$ cat src/rtl/gamma_pkg.sv
package gamma_pkg;
    localparam int PIX_W    = 10;
    localparam int CO_W     = 8;
    localparam int OUT_W    = CO_W;
    localparam int NSEG     = 10;
    localparam int NBP      = NSEG - 1;
    localparam int FRAC     = 6;
    localparam int ROUND    = 1 << (FRAC - 1);
    localparam int SEG_W    = $clog2(NSEG);
    localparam int ADDR_W   = 6;
    localparam int BP_BASE  = 0;
    localparam int SL_BASE  = 16;
    localparam int OF_BASE  = 32;
    localparam int POL_ADDR = 48;
    localparam int PROD_W   = PIX_W + CO_W;
    localparam int SCL_W    = PROD_W - FRAC + 1;
    localparam int PAD_W    = PIX_W - CO_W;

    typedef struct packed {
        logic [NBP-1:0][CO_W-1:0]  bp;
        logic [NSEG-1:0][CO_W-1:0] slope;
        logic [NSEG-1:0][CO_W-1:0] offset;
        logic                      neg;
    } curve_t;

    typedef struct packed {
        logic              vld;
        logic [PIX_W-1:0]  delta;
        logic [CO_W-1:0]   slope;
        logic [CO_W-1:0]   offset;
        logic              neg;
    } seg_stage_t;

    function automatic logic [OUT_W-1:0] pwl_eval(
        input logic [PIX_W-1:0] d,
        input logic [CO_W-1:0]  s,
        input logic [CO_W-1:0]  o,
        input logic             n
    );
        logic [PROD_W:0]  rnd;
        logic [SCL_W-1:0] sc;
        logic [SCL_W:0]   acc;
        logic [SCL_W:0]   lim;
        rnd = (PROD_W+1)'(d) * (PROD_W+1)'(s) + (PROD_W+1)'(ROUND);
        sc  = rnd[PROD_W:FRAC];
        lim = (SCL_W+1)'((1 << OUT_W) - 1);
        if (!n) begin
            acc = (SCL_W+1)'(o) + (SCL_W+1)'(sc);
            return (acc > lim) ? lim[OUT_W-1:0] : acc[OUT_W-1:0];
        end
        if (SCL_W'(o) < sc) return '0;
        return o - sc[OUT_W-1:0];
    endfunction
endpackage

$ cat src/rtl/gamma_coef_bank.sv
module gamma_coef_bank
    import gamma_pkg::*;
(
    input  logic              clk,
    input  logic              rst,
    input  logic              wr_en,
    input  logic [ADDR_W-1:0] wr_addr,
    input  logic [CO_W-1:0]   wr_data,
    input  logic              frame_start,
    output curve_t            live
);
    curve_t          shadow;
    logic [NBP-1:0]  bp_we;
    logic [NSEG-1:0] sl_we;
    logic [NSEG-1:0] of_we;
    logic            pol_we;

    for (genvar g = 0; g < NBP; g++) begin : g_bp_dec
        assign bp_we[g] = wr_en && (wr_addr == ADDR_W'(BP_BASE + g));
    end
    for (genvar g = 0; g < NSEG; g++) begin : g_seg_dec
        assign sl_we[g] = wr_en && (wr_addr == ADDR_W'(SL_BASE + g));
        assign of_we[g] = wr_en && (wr_addr == ADDR_W'(OF_BASE + g));
    end
    assign pol_we = wr_en && (wr_addr == ADDR_W'(POL_ADDR));

    always_ff @(posedge clk) begin
        if (rst) begin
            shadow <= '0;
        end else begin
            for (int i = 0; i < NBP; i++)
                if (bp_we[i]) shadow.bp[i] <= wr_data;
            for (int i = 0; i < NSEG; i++) begin
                if (sl_we[i]) shadow.slope[i]  <= wr_data;
                if (of_we[i]) shadow.offset[i] <= wr_data;
            end
            if (pol_we) shadow.neg <= wr_data[0];
        end
    end

    always_ff @(posedge clk) begin
        if (rst)              live <= '0;
        else if (frame_start) live <= shadow;
    end


    live_hold_chk: assert property (@(posedge clk) disable iff (rst)
        !frame_start |=> $stable(live));

    live_take_chk: assert property (@(posedge clk) disable iff (rst)
        frame_start |=> (live == $past(shadow)));
endmodule

$ cat src/rtl/gamma_seg_select.sv
module gamma_seg_select
    import gamma_pkg::*;
(
    input  logic             clk,
    input  logic             rst,
    input  logic             in_vld,
    input  logic [PIX_W-1:0] in_pix,
    input  curve_t           curve,
    output seg_stage_t       stage_q
);
    logic [NBP-1:0]   hit;
    logic [SEG_W-1:0] seg;
    logic [PIX_W-1:0] start;

    for (genvar g = 0; g < NBP; g++) begin : g_cmp
        assign hit[g] = curve.bp[g] > in_pix[PIX_W-1 -: CO_W];
    end

    always_comb begin
        seg = SEG_W'(NBP);
        for (int j = NBP - 1; j >= 0; j--)
            if (hit[j]) seg = SEG_W'(j);
        if (seg == '0) start = '0;
        else           start = {curve.bp[seg - SEG_W'(1)], {PAD_W{1'b0}}};
    end

    always_ff @(posedge clk) begin
        if (rst) begin
            stage_q <= '0;
        end else begin
            stage_q.vld <= in_vld;
            if (in_vld) begin
                stage_q.delta  <= in_pix - start;
                stage_q.slope  <= curve.slope[seg];
                stage_q.offset <= curve.offset[seg];
                stage_q.neg    <= curve.neg;
            end
        end
    end


    stage_vld_chk: assert property (@(posedge clk) disable iff (rst)
        in_vld |=> stage_q.vld);

    stage_idle_chk: assert property (@(posedge clk) disable iff (rst)
        !in_vld |=> !stage_q.vld);
endmodule

$ cat src/rtl/gamma_eval.sv
module gamma_eval
    import gamma_pkg::*;
(
    input  logic             clk,
    input  logic             rst,
    input  seg_stage_t       st,
    output logic             out_vld,
    output logic [OUT_W-1:0] out_data
);
    always_ff @(posedge clk) begin
        if (rst) begin
            out_vld  <= 1'b0;
            out_data <= '0;
        end else begin
            out_vld <= st.vld;
            if (st.vld)
                out_data <= pwl_eval(st.delta, st.slope, st.offset, st.neg);
        end
    end


    pos_floor_chk: assert property (@(posedge clk) disable iff (rst)
        (st.vld && !st.neg) |=> (out_data >= $past(st.offset)));

    neg_ceil_chk: assert property (@(posedge clk) disable iff (rst)
        (st.vld && st.neg) |=> (out_data <= $past(st.offset)));

    flat_seg_chk: assert property (@(posedge clk) disable iff (rst)
        (st.vld && st.slope == '0) |=> (out_data == $past(st.offset)));

    out_vld_chk: assert property (@(posedge clk) disable iff (rst)
        st.vld |=> out_vld);
endmodule

$ cat src/rtl/pwl_gamma_corrector.sv
module pwl_gamma_corrector
    import gamma_pkg::*;
(
    input  logic              clk,
    input  logic              rst,
    input  logic              cfg_wr,
    input  logic [ADDR_W-1:0] cfg_addr,
    input  logic [CO_W-1:0]   cfg_data,
    input  logic              frame_start,
    input  logic              pix_vld,
    input  logic [PIX_W-1:0]  pix_in,
    output logic              out_vld,
    output logic [OUT_W-1:0]  out_pix
);
    curve_t     live;
    seg_stage_t stage;

    gamma_coef_bank u_bank (
        .clk         (clk),
        .rst         (rst),
        .wr_en       (cfg_wr),
        .wr_addr     (cfg_addr),
        .wr_data     (cfg_data),
        .frame_start (frame_start),
        .live        (live)
    );

    gamma_seg_select u_sel (
        .clk     (clk),
        .rst     (rst),
        .in_vld  (pix_vld),
        .in_pix  (pix_in),
        .curve   (live),
        .stage_q (stage)
    );

    gamma_eval u_eval (
        .clk      (clk),
        .rst      (rst),
        .st       (stage),
        .out_vld  (out_vld),
        .out_data (out_pix)
    );


    rst_quiet_chk: assert property (@(posedge clk)
        rst |=> (!out_vld && out_pix == '0));
endmodule

$ cat config.mk
export PLATFORM = sky130hd
export DESIGN_NAME = pwl_gamma_corrector
export DESIGN_NICKNAME = d
export VERILOG_FILES = /design/src/rtl/gamma_pkg.sv /design/src/rtl/gamma_coef_bank.sv /design/src/rtl/gamma_seg_select.sv /design/src/rtl/gamma_eval.sv /design/src/rtl/pwl_gamma_corrector.sv
export SDC_FILE = /design/constraint.sdc
export NUM_CORES = 1
export LEC_CHECK = 0
export BUFFER_PORTS_ARGS = -buffer_cell sky130_fd_sc_hd__buf_2
export CAP_MARGIN = 20
export CORE_MARGIN = 10
export CORE_UTILIZATION = 63
export CTS_CLUSTER_DIAMETER = 100
export DETAILED_ROUTE_END_ITERATION = 10
export PLACE_DENSITY = 0.8
export SYNTH_ARGS = -nofsm -noshare
export SYNTH_HDL_FRONTEND = slang
export SYNTH_SLANG_ARGS = --single-unit
$ cat constraint.sdc
create_clock -name clk -period 8.8 [get_ports clk]
set_input_delay 0.44 -clock clk [delete_from_list [all_inputs] [get_ports clk]]
set_output_delay 0.44 -clock clk [all_outputs]
set_load 0.03 [all_outputs]
Yosys cells after proc, flatten, opt, wreduce, memory -nomap -nowiden
Index checks and enable logic that the tools add are counted.

Register bits after elaboration: 503. Input bits: 29.

$add $sub $neg: 5. Multipliers: 1. Order comparisons: 13. Equal/unequal tests: 29. Mux-type cells: 28. Reduce and logical (&&, ||, !) cells: 32.

Operators with widths (number): $bmux W8 S4 (3); $gt A8 B8 Y1 (9); $eq A6 B6 Y1 const B (11); $mux W8 (8); $eq A6 B5 Y1 const B (10); $mux W4 (8); $logic_and A1 B1 Y1 (30); $eq A6 B3 Y1 const B (4); $add A18 B6 Y19 const B (1); $mul A10 B8 Y18 (1); $add A8 B13 Y14 (1); $gt A14 B8 Y1 const B (1); $lt A8 B13 Y1 (1); $eq A6 B2 Y1 const B (2); $lt A4 B5 Y1 const B (2); $mux W10 (1); $sub A10 B10 Y10 (1); $mux W1 (8); $sub A8 B8 Y8 (1); $eq A6 B1 Y1 const B (1); $eq A6 B4 Y1 const B (1); $logic_not A6 Y1 (1); $logic_not A4 Y1 (1); $sub A4 B1 Y4 const B (1).

Depth between registers and ports, before layout
Depth after elaboration: 15. Depth in mapped cells: 28. Depth with buffers taken out: 25.

Cells and area by module
Synthesis repeated with hierarchy kept, for this count alone.

Cell total of the unflattened synthesis: 2598. Area, all modules: 25957.4 µm².

Modules (own cells, without submodules): gamma_coef_bank (instances 1, cells each 1562, area each 17272.8 µm², seq. area each 9328.9 µm²); gamma_seg_select (instances 1, cells each 635, area each 5104.9 µm², seq. area each 560.5 µm²); gamma_eval (instances 1, cells each 401, area each 3579.7 µm², seq. area each 180.2 µm²).

Worst setup path before layout
Ideal clock, no wire load.

Path kind: in2reg. Start point: in pix_in[3]. End point: reg u_sel.stage_q[26] (netlist name). Library setup time: 134 ps. Arrival time: 6395 ps. Data required time: 8666 ps. Path slack: 2271 ps. Cell stages on the path: 26. Cell sequence: inv_1 > ha_1 > and3_4 > a221o_1 > a22oi_4 > o211ai_2 > a31oi_4 > buf_2 > inv_2 > buf_2 > ha_1 > clkbuf_1 > clkbuf_1 > nor3b_1 > a21oi_1 > ha_1 > nor2b_1 > o21ai_0 > nand2b_1 > a21o_1 > a21o_1 > a31oi_1 > xnor2_1 > and3_1 > mux2i_1 > or4b_1.

Longest elaborated chain between the ends: 15. Elaborated cells between the ends (all ways): 24. Those cells by class: 2 x add/sub; 9 x order compare; 12 x mux; 1 x reduce/logical.

RTL lines: start, declared (line pwl_gamma_corrector.sv:11) `input logic [PIX_W-1:0] pix_in,`; $gt A8 B8 Y1 (line gamma_seg_select.sv:16) `assign hit[g] = curve.bp[g] > in_pix[PIX_W-1 -: CO_W];`; $mux W1 (line gamma_seg_select.sv:22) `if (hit[j]) seg = SEG_W'(j);`; $mux W4 (8 in series) (line gamma_seg_select.sv:22); $sub A4 B1 Y4 (line gamma_seg_select.sv:24) `else start = {curve.bp[seg - SEG_W'(1)], {PAD_W{1'b0}}};`; $bmux W8 S4 (line gamma_seg_select.sv:24); $mux W8 (not written as such) (line gamma_seg_select.sv:24); $mux W10 (line gamma_seg_select.sv:23) `if (seg == '0) start = '0;`; $sub A10 B10 Y10 * (line gamma_seg_select.sv:33) `stage_q.delta <= in_pix - start;`; end, declared (line gamma_seg_select.sv:9) `output seg_stage_t stage_q`.

Mark *: on every way between the ends. The rest lies on a longest branch, timed or not. The select of a mux whose other input is x is not followed. A chain may end at the register's enable or synchronous reset.

Worst setup path after layout
Start point: reg u_sel.stage_q[11] (netlist name). End point: reg u_eval.out_data[4].

Longest elaborated chain between the ends: 9. Elaborated cells between the ends (all ways): 15. Those cells by class: 3 x add/sub; 1 x mul; 2 x order compare; 9 x mux.

RTL lines: $mul A10 B8 Y18 * (line gamma_pkg.sv:44) `rnd = (PROD_W+1)'(d) * (PROD_W+1)'(s) + (PROD_W+1)'(ROUND);`; $add A18 B6 Y19 * (line gamma_pkg.sv:44); $add A8 B13 Y14 or $lt A8 B13 Y1 (tied branches) (line gamma_pkg.sv:48, gamma_pkg.sv:51); $gt A14 B8 Y1 or $mux W1 (tied branches) (line gamma_pkg.sv:49, gamma_pkg.sv:51); $mux W8 or $mux W1 (tied branches) (line gamma_pkg.sv:49, gamma_pkg.sv:51); $mux W8 or $mux W1 (tied branches) (line gamma_pkg.sv:47, gamma_eval.sv:16); $mux W8 or $mux W1 (tied branches) (line gamma_pkg.sv:51, gamma_eval.sv:11); $mux W8 (line gamma_pkg.sv:52) `return o - sc[OUT_W-1:0];`; $mux W8 * (line gamma_pkg.sv:51) `if (SCL_W'(o) < sc) return '0;`; end signal, assigned (line gamma_eval.sv:17) `out_data <= pwl_eval(st.delta, st.slope, st.offset, st.neg);`; end, declared (line gamma_eval.sv:8) `output logic [OUT_W-1:0] out_data`.

Marked as above.

==> impl_metrics.env <==
export IMPL_outcome="complete, no violations"
export IMPL_postSynthCellCount=2614
export IMPL_max_slew_worst_pin_slew_ns=1.15
export IMPL_timing_rr_end="u_eval.out_data[4]"
export IMPL_cts_tree="built"
export IMPL_ioPinCount=38
export IMPL_cts_buffers=50
export IMPL_die_area_sq_mm=0.0479
export IMPL_drt_wl_total_microns=60600
export IMPL_grt_pass1_vias=18500
export IMPL_synth_avg_cell_area_sq_um=9.54
export IMPL_cts_sinks=503
export IMPL_leakagePower_nw=12.6
export IMPL_fin_skew_ns=0.0282
export IMPL_drc=0
export IMPL_crit_type="reg -> reg"
export IMPL_cpLargestDelayFamily="adder cells"
export IMPL_port_buffer_count=37
export IMPL_setup_viol=0
export IMPL_whs_endpoint="u_sel.stage_q[18]"
export IMPL_synth_top_area_frac=0.404
export IMPL_end_kind="flop"
export IMPL_worst_setup_path_start_kind="flop"
export IMPL_post_cts_repair_setup_buffers=0
export IMPL_htreeDepth=2
export IMPL_synth_seq_cells=503
export IMPL_fp_dieH_microns=219
export IMPL_clk_pin_slew_ns=0.06
export IMPL_synth_area_sq_mm=0.0249
export IMPL_grt_pass1_wl_microns=97800
export IMPL_worstReg2RegStart="u_sel.stage_q[11]"
export IMPL_maxSlewViolCount=0
export IMPL_hold_path_class="in -> reg"
export IMPL_nets=2791
export IMPL_area_growth_pct=8.81
export IMPL_drt_iter0_drc=1477
export IMPL_fin_crit_ns=6.46
export IMPL_grt_overflow=0
export IMPL_path_cells="nand2_1, fa_1, inv_1, fa_1, ha_1, fa_1, ha_1, nand2_1, o21bai_1, a21oi_1, o21bai_1, xor2_1, ha_1, nor2b_1, o21ai_0, a21boi_0, o21a_1, o21ai_0, a21o_1, mux2i_1, or3_1, o21ai_0, o211ai_1"
export IMPL_start_util=0.640
export IMPL_num_rows=72
export IMPL_gp_congestion=0.935
export IMPL_crit_slowest_cell="dfxtp_1"
export IMPL_synthTopCellsByArea="dfxtp_1, mux2i_1, ha_1"
export IMPL_final_antenna_net_count=0
export IMPL_coreArea_sq_mm=0.0389
export IMPL_antenna_found_initial=3
export IMPL_die_w_microns=219
export IMPL_ys_seq_area_frac=0.404
export IMPL_crit_required_ns=9.28
export IMPL_min_path_cells=3
export IMPL_irDropWorstVdd_mv=0.170
export IMPL_synth_largest_area_cell="dfxtp_1"
export IMPL_power_density_mw_per_mm2=174
export IMPL_ctsHoldBuffers=0
export IMPL_clk_latency_ns=0.62
export IMPL_syn_nets=2834
export IMPL_cp_data_arrival_time_ns=6.94
export IMPL_grt_usage=0.252
export IMPL_grt_max_degree=244
export IMPL_slowest_delay_ns=0.57
export IMPL_finalSetupTns_ns=0
export IMPL_rsz0062_at_grt="false"
export IMPL_final_hold_viol_count=0
export IMPL_r2r_cells=23
export IMPL_cts_root_buf="clkbuf_16"
export IMPL_drive_gt1_frac=0.0666
export IMPL_synth_edf_count=0
export IMPL_max_slew_margin=0.236
export IMPL_drtPass1Iterations=5
export IMPL_crit_fanout=11
export IMPL_dp_hpwl_microns=39600
export IMPL_path_buf_inv=1
export IMPL_post_cts_resized=0
export IMPL_vias_per_cell=5.89
export IMPL_hp_start="pix_in[1]"
export IMPL_maxCapViolCount=0
export IMPL_synth_cell_types=69
export IMPL_fin_hold_ws_ns=0.0710
export IMPL_max_freq_mhz=155
export IMPL_wl_per_cell_microns=19.3
export IMPL_yosys_warnings=0
export IMPL_async_flop_share=0
export IMPL_fin_crit_sh=0.734
export IMPL_synth_flop_cell="dfxtp_1"
export IMPL_r2r_slack_ns=2.34
export IMPL_vias=18400
export IMPL_cts_buffer_depth=3
-- tightest hold or removal path: stages --
cell     delay, ns
buf_2         0.08
mux2i_1       0.05
nor2_1        0.07
-- how the worst max path moves through the flow --
stage	to	depth (start not counted)	startpoint	slack (ns)
3_3_place_gp	u_sel.stage_q[26]	26	pix_in[3]	2.32
3_5_place_dp	u_sel.stage_q[26]	24	pix_in[3]	2.16
4_1_cts	u_eval.out_data[4]	23	u_sel.stage_q[11]	2.36
5_1_grt	u_eval.out_data[1]	23	u_sel.stage_q[11]	1.81
2_1_floorplan	u_sel.stage_q[26]	26	pix_in[3]	2.27
6_report	u_eval.out_data[4]	23	u_sel.stage_q[11]	2.34
-- layout by cell type (no fill, tap or decap), drive strengths merged, types with 2 or more instances in the layout --
master,n
and3b,2
nand2,166
nand3,80
ha,140
and3,10
o21bai,8
and2,66
diode,2
nor2b,15
or2,3
or3,2
a31oi,4
o22ai,3
inv,98
nand4,11
a21oi,149
mux2i,534
nor3,12
clkinv,12
o2111ai,2
o22a,2
clkbuf,75
dfxtp,503
xnor2,18
xor2,9
a21boi,3
o211ai,12
nand2b,10
bufinv,4
o21ai,42
nor3b,3
a21o,20
a211oi,6
a221o,3
nor2,443
buf,55
mux4,14
o21a,3
nor4,5
fa,51
-- sequential cells by signal, indices dropped and copies added (netlist names) --
name	count
u_bank.live	233
u_bank.shadow	233
u_eval.out_data	8
u_eval.out_vld	1
u_sel.stage_q	28
-- cells in the mapped netlist, types with 2 or more instances --
master / count
clkbuf_1: 107
and3b_1: 2
o21a_1: 3
o2111ai_1: 2
nand2b_1: 10
xor2_1: 8
fa_1: 51
o22ai_1: 2
a31oi_1: 3
nand4_1: 11
and2_1: 66
mux2i_1: 534
nand3_1: 80
nor3b_1: 2
a21o_1: 20
dfxtp_1: 503
o21ai_1: 3
ha_1: 140
nor2b_1: 15
mux4_2: 14
nand2_1: 165
nor2_1: 442
and3_1: 9
or3_1: 2
o22a_1: 2
buf_1: 31
or2_2: 3
a211oi_1: 6
buf_2: 11
nor4_1: 4
o21ai_0: 39
o211ai_1: 11
a21oi_1: 148
a221o_1: 3
o21bai_1: 8
xnor2_1: 18
nor3_1: 11
inv_1: 94
-- area by class of cell --
cell class / instances / area [sq um]
Clock inverter: 19 / 258
Antenna cell: 2 / 5.00
Timing Repair Buffer: 55 / 385
Tap cell: 518 / 648
Fill cell: 2971 / 11800
Sequential cell: 503 / 10100
Multi-Input combinational cell: 1866 / 13900
Clock buffer: 75 / 1460
Inverter: 95 / 357
-- cell families after synthesis --
| kind of cell | after synthesis | share of synthesized area |
|---|---|---|
| flip-flops | 503 | 0.404 |
| XOR/XNOR | 27 | 0.00979 |
| AND/OR/NAND/NOR | 833 | 0.146 |
| AO/OA/AOI/OAI | 267 | 0.0639 |
| multiplexers | 548 | 0.227 |
| buffers and inverters | 245 | 0.0376 |
| adder cells (fa/ha/maj) | 191 | 0.111 |
-- metal layers --
metal	share of wire	track usage	up-vias
met5	0.00021	0	-
met1	0.44	0.334	9067
met3	0.057	0.0443	93
met2	0.47	0.406	450
li1	-	-	8834
met4	0.029	0.0857	2
-- power breakdown --
group / switching (mW) / internal [mW] / total, mW
Sequential: 0.0131 / 2.29 / 2.30
Combinational: 0.168 / 0.0733 / 0.241
Clock: 0.913 / 1.27 / 2.19
Total: 1.09 / 3.63 / 4.73
-- stage by stage --
| step | std cells | area, sq um | power, mW | util | setup slack [ns] |
|---|---|---|---|---|---|
| final | 3133 | 27100 | 4.73 | 0.697 | 2.34 |
| after global placement | 3034 | 25400 | 2.58 | 0.652 | 2.32 |
| after floorplan | 2614 | 24900 | 2.52 | - | 2.27 |
| after detailed placement | 3034 | 25400 | 2.59 | 0.652 | 2.16 |
| after CTS | 3128 | 27100 | 4.75 | 0.696 | 2.36 |
| after global routing | 3133 | 27100 | 4.87 | 0.697 | 1.81 |
Note: power is estimated with default switching activity, not from simulation.
